$ cat config.mk
export PLATFORM = sky130hd
export DESIGN_NAME = fwp_gate
export DESIGN_NICKNAME = d
export VERILOG_FILES = /design/src/rtl/fwp_pkg.sv /design/src/rtl/fwp_lock_reg.sv /design/src/rtl/fwp_prot_eval.sv /design/src/rtl/fwp_status.sv /design/src/rtl/fwp_gate.sv
export SDC_FILE = /design/constraint.sdc
export NUM_CORES = 1
export LEC_CHECK = 0
export BUFFER_PORTS_ARGS = -buffer_cell sky130_fd_sc_hd__buf_2
export CAP_MARGIN = 20
export CORE_AREA = 2 2 56 58
export DETAILED_ROUTE_END_ITERATION = 7
export DIE_AREA = 0 0 58 60
export PLACE_DENSITY = 0.58
export SKIP_LAST_GASP = 1
export SYNTH_ARGS = -nofsm -noshare
export SYNTH_HDL_FRONTEND = slang
export SYNTH_SLANG_ARGS = --single-unit
$ cat constraint.sdc
create_clock -name clk -period 2.1 [get_ports clk]
set_input_delay 0.63 -clock clk [delete_from_list [all_inputs] [get_ports clk]]
set_output_delay 0.63 -clock clk [all_outputs]
set_load 0.03 [all_outputs]
$ cat src/rtl/fwp_pkg.sv
package fwp_pkg;
   typedef enum logic [1:0] {
      K_PROG  = 2'd0,
      K_ERASE = 2'd1,
      K_SUSP  = 2'd2,
      K_RSVD  = 2'd3
   } req_kind_e;

   typedef enum logic [1:0] {
      O_NONE   = 2'd0,
      O_GRANT  = 2'd1,
      O_IGNORE = 2'd2,
      O_VERR   = 2'd3
   } outcome_e;
endpackage

$ cat src/rtl/fwp_lock_reg.sv
module fwp_lock_reg #(
   parameter int NBLK = 4
) (
   input  logic            clk,
   input  logic            srst,
   input  logic            we,
   input  logic [NBLK-1:0] wdata,
   output logic [NBLK-1:0] q
);
   always_ff @(posedge clk) begin
      if (srst)    q <= '0;
      else if (we) q <= wdata;
   end
endmodule

$ cat src/rtl/fwp_prot_eval.sv
module fwp_prot_eval #(
   parameter int BLK_W = 2,
   localparam int NBLK = 1 << BLK_W
) (
   input  logic [BLK_W-1:0] blk_sel,
   input  logic             top_pin_n,
   input  logic             main_pin_n,
   input  logic [NBLK-1:0]  lock_q,
   output logic             blocked
);
   logic [NBLK-1:0] pin_ok;
   logic [NBLK-1:0] allow;

   for (genvar i = 0; i < NBLK; i++) begin : g_blk
      if (i == NBLK - 1) begin : g_top
         assign pin_ok[i] = top_pin_n;
      end else begin : g_main
         assign pin_ok[i] = main_pin_n;
      end
   end

   assign allow   = pin_ok & ~lock_q;
   assign blocked = ~allow[blk_sel];
endmodule

$ cat src/rtl/fwp_status.sv
module fwp_status (
   input  logic clk,
   input  logic srst,
   input  logic set,
   input  logic clr,
   output logic sticky
);
   always_ff @(posedge clk) begin
      if (srst)     sticky <= 1'b0;
      else if (set) sticky <= 1'b1;
      else if (clr) sticky <= 1'b0;
   end
endmodule

$ cat src/rtl/fwp_gate.sv
module fwp_gate #(
   parameter int ADDR_W = 18,
   parameter int BLK_W  = 2,
   localparam int NBLK  = 1 << BLK_W
) (
   input  logic              clk,
   input  logic              rst_if_n,
   input  logic              rst_cpu_n,
   input  logic              req_vld,
   input  logic [1:0]        req_kind,
   input  logic [ADDR_W-1:0] req_addr,
   input  logic              top_lock_n,
   input  logic              main_wp_n,
   input  logic              lock_we,
   input  logic [NBLK-1:0]   lock_wdata,
   input  logic              vpp_ok,
   input  logic              ctl_busy,
   input  logic              sts_clr,
   output logic              grant,
   output logic [ADDR_W-1:0] grant_addr,
   output logic              ignore,
   output logic              verr,
   output logic              verr_sticky
);
   import fwp_pkg::*;

   if (ADDR_W <= BLK_W) begin : g_bad_addr
      $error("fwp_gate: ADDR_W must exceed BLK_W");
   end
   if (BLK_W < 1) begin : g_bad_blk
      $error("fwp_gate: BLK_W must be at least 1");
   end

   logic              srst;
   logic [BLK_W-1:0]  blk_sel;
   logic [NBLK-1:0]   lock_q;
   logic              blocked;
   req_kind_e         kind;
   outcome_e          nxt;

   assign srst    = ~(rst_if_n & rst_cpu_n);
   assign blk_sel = req_addr[ADDR_W-1 -: BLK_W];
   assign kind    = req_kind_e'(req_kind);

   fwp_lock_reg #(.NBLK(NBLK)) u_lock (
      .clk   (clk),
      .srst  (srst),
      .we    (lock_we),
      .wdata (lock_wdata),
      .q     (lock_q)
   );

   fwp_prot_eval #(.BLK_W(BLK_W)) u_eval (
      .blk_sel    (blk_sel),
      .top_pin_n  (top_lock_n),
      .main_pin_n (main_wp_n),
      .lock_q     (lock_q),
      .blocked    (blocked)
   );

   always_comb begin
      nxt = O_NONE;
      if (req_vld) begin
         unique case (kind)
            K_SUSP:          nxt = ctl_busy ? O_GRANT : O_IGNORE;
            K_PROG, K_ERASE: begin
               if (ctl_busy)     nxt = O_IGNORE;
               else if (blocked) nxt = O_IGNORE;
               else if (!vpp_ok) nxt = O_VERR;
               else              nxt = O_GRANT;
            end
            default:         nxt = O_IGNORE;
         endcase
      end
   end

   always_ff @(posedge clk) begin
      if (srst) begin
         grant      <= 1'b0;
         ignore     <= 1'b0;
         verr       <= 1'b0;
         grant_addr <= '0;
      end else begin
         grant      <= (nxt == O_GRANT);
         ignore     <= (nxt == O_IGNORE);
         verr       <= (nxt == O_VERR);
         grant_addr <= (nxt == O_GRANT) ? req_addr : '0;
      end
   end

   fwp_status u_sts (
      .clk    (clk),
      .srst   (srst),
      .set    (nxt == O_VERR),
      .clr    (sts_clr),
      .sticky (verr_sticky)
   );
endmodule

==> impl_metrics.ini <==
[placed_design]
io_buffers = 55
gp_congestion = 0.698
dp_hpwl_um = 1330
post-place-ws_ns = 0.133

[worst_setup_path]
worst_setup_path_start_kind = primary input
path_max_fanout = 19
worstPathRequired_ns = 2.36
crit_chain = buf_2 > nand3_1 > or4b_4 > o21ai_4 > and2_1
cp-end-kind = register
critical_path_class = in2reg
slowest_stage = or4b_4
cp.arrival_ns = 1.87
slowest_delay_ns = 0.54

[yosys]
synth_top_area_share_pct = 62.0
synthTopCellsByArea = dfxtp_1, and2_1, mux2i_1, nor2_1, o21ai_4
synthFlopType = dfxtp_1
async_reset_ff_share_pct = 0
postSynthAreaPerCell_um2 = 11.8
synth_warnings = 0
syn_nets = 105
postSynthCellCount = 71
synth_seq_area_share_pct = 62.0
yosysTopAreaCell = dfxtp_1
synth-edff-count = 0
yosys_register_bits = 26
netlist_area_um2 = 840
ys_types = 21

[global_route]
grt_max_degree = 20
grt_pass1_wl_um = 2440
grt.total_usage_pct = 9.25
grt_pass1_vias = 621
gr-total-overflow = 0
antenna_found_initial = 0

[clocking]
holdBufCountCts = 0
cts.repair.resized = 0
numCtsBuffers = 3
cts.sinks = 26
cts_setup_buffers = 0
cts_tree = done
path_clk_slew_ns = 0.14
clock_path_buffers = 2
root_buffer = clkbuf_4
h-tree-depth = 1
insertion_delay_ns = 0.31

[power]
combinationalPowerShare_pct = 8.4
ir_worst_vdd_mv = 0.619
sw_frac_of_total_pct = 21.3
p_sw_w = 0.000174
p_per_area_nw_per_um2 = 693
clkPwrFrac_pct = 30.1
pwr-share-seq_pct = 61.5
internal_power_w = 0.000642
power.leakage_nw = 0.608

[layout]
area_growth_pct = 40.2
drive_gt1_share_pct = 47.7
finalNetCount = 163
antennaDiodeCount = 0

[detailed_routing]
dr.pass1.iters = 3
ant_nets = 0
routed_wl_um = 1570
drt_iter0_markers = 7
drt-wirelength-per-cell_um = 9.76
vias_per_cell = 4.17
drc = 0
vias = 671

[flow_run]
cap_violations = 0

[hold_path]
hold_class = reg2reg

[floorplan]
design.core.area_um2 = 2900
die_area_um2 = 3480
io_pins = 56
die_h_um = 60
die_width_um = 58
rows = 20
initial_core_util_pct = 28.9

[outcome]
outcome = completed

[sta]
rsz0062_at_grt = false
setup_viol = 0
period_needed_ns = 1.61
max_freq_ghz = 0.621
fin_skew_ns = 0.00445
slew_headroom_pct = 67.7
final_hold_viol_count = 0
finalSetupTns_ns = 0
tightestPinTransition_ns = 0.481
maxSlewViolCount = 0
period_share_pct = 76.7
fin_ws_ns = 0.490
[synth_stat cells (all sizes together), types with 5 or more instances]
| cell type | number |
|---|---|
| dfxtp | 26 |
| and2 | 18 |
| mux2i | 5 |
| nor2 | 5 |
[power by group through the flow]
stage / sequential, W / combinational (W) / clock [W]
after floorplan: 0.000522 / 0.0000224 / 0
after global placement: 0.000513 / 0.0000688 / 0
after detailed placement: 0.000513 / 0.0000702 / 0
after CTS: 0.000502 / 0.0000702 / 0.000260
after global routing: 0.000503 / 0.0000762 / 0.000284
final: 0.000502 / 0.0000688 / 0.000245
[cell families (layout without fill, tap and decap cells)]
group                  Yosys count  in the layout  share of synthesized area (%)
AOI/OAI and AO/OA                3              3                           3.88
DFF                             26             26                           62.0
muxes                            5              5                           5.96
and+or+nand+nor                 34             34                           25.9
buffers and inverters            3             60                           2.23
[flip-flops by register name, indices dropped and copies added, names as in the netlist]
signal / flops
grant_addr: 18
u_lock.q: 4
grant: 1
ignore: 1
u_sts.sticky: 1
verr: 1
[layout make-up]
| cell class | instances | area, um2 |
|---|---|---|
| Fill cell | 291 | 1730 |
| Clock buffer | 4 | 36.3 |
| Timing Repair Buffer | 55 | 275 |
| Inverter | 1 | 3.75 |
| Multi-Input combinational cell | 42 | 300 |
| Tap cell | 33 | 41.3 |
| Sequential cell | 26 | 520 |
[worst max-delay path: cells and delay by family]
family,cells,cell delay [ns]
AND/OR/NAND/NOR,3,0.83
buffers and inverters,1,0.10
AO/OA/AOI/OAI,1,0.32
[final timing paths]
| check | start | end | slack (ns) | cells past startpoint |
|---|---|---|---|---|
| setup reg to reg | u_lock.q[3] | grant_addr[3] | 0.67 | 4 |
| hold / removal | u_sts.sticky | u_sts.sticky | 0.49 | 2 |
| hold reg to reg | u_sts.sticky | u_sts.sticky | 0.49 | 2 |
| setup / recovery | rst_if_n | grant_addr[3] | 0.49 | 5 |
[stage by stage]
stage,area [um2],power (W),hold slack (ns),cells,utilization (%)
global route,1180,0.000864,0.480,161,40.6
CTS,1180,0.000833,0.488,161,40.6
detailed placement,1140,0.000583,0.473,157,39.3
finish,1180,0.000816,0.489,161,40.6
global placement,1140,0.000582,0.465,157,39.3
floorplan,840,0.000544,0.453,71,-
[placed cells by master (no fill, tap or decap)]
| cell | synthesis | routed |
|---|---|---|
| and3b_1 | 1 | 1 |
| clkbuf_8 | 0 | 1 |
| or4b_4 | 1 | 1 |
| a211oi_1 | 1 | 1 |
| clkbuf_4 | 0 | 3 |
| nor2_1 | 5 | 5 |
| nand4b_1 | 1 | 1 |
| nor2b_1 | 1 | 1 |
| o32ai_1 | 1 | 1 |
| nor3b_1 | 1 | 1 |
| and2_1 | 18 | 18 |
| mux2i_1 | 5 | 5 |
| or3_1 | 1 | 1 |
| dfxtp_1 | 26 | 26 |
| nor4bb_1 | 1 | 1 |
| nand2_1 | 1 | 1 |
| and4b_1 | 1 | 1 |
| buf_2 | 0 | 55 |
| inv_1 | 1 | 1 |
| nand2b_1 | 1 | 1 |
| nand3_1 | 1 | 1 |
| o21ai_4 | 1 | 1 |
[layer usage]
layer  vias up  GRT usage (%)  part of all wire [%]
li1        347              -                     -
met3         0           4.55                    11
met1       288           10.1                    41
met4         0              0                     0
met5         -              0                     0
met2        36           17.2                    48
Power figures use the tool's default switching activity.
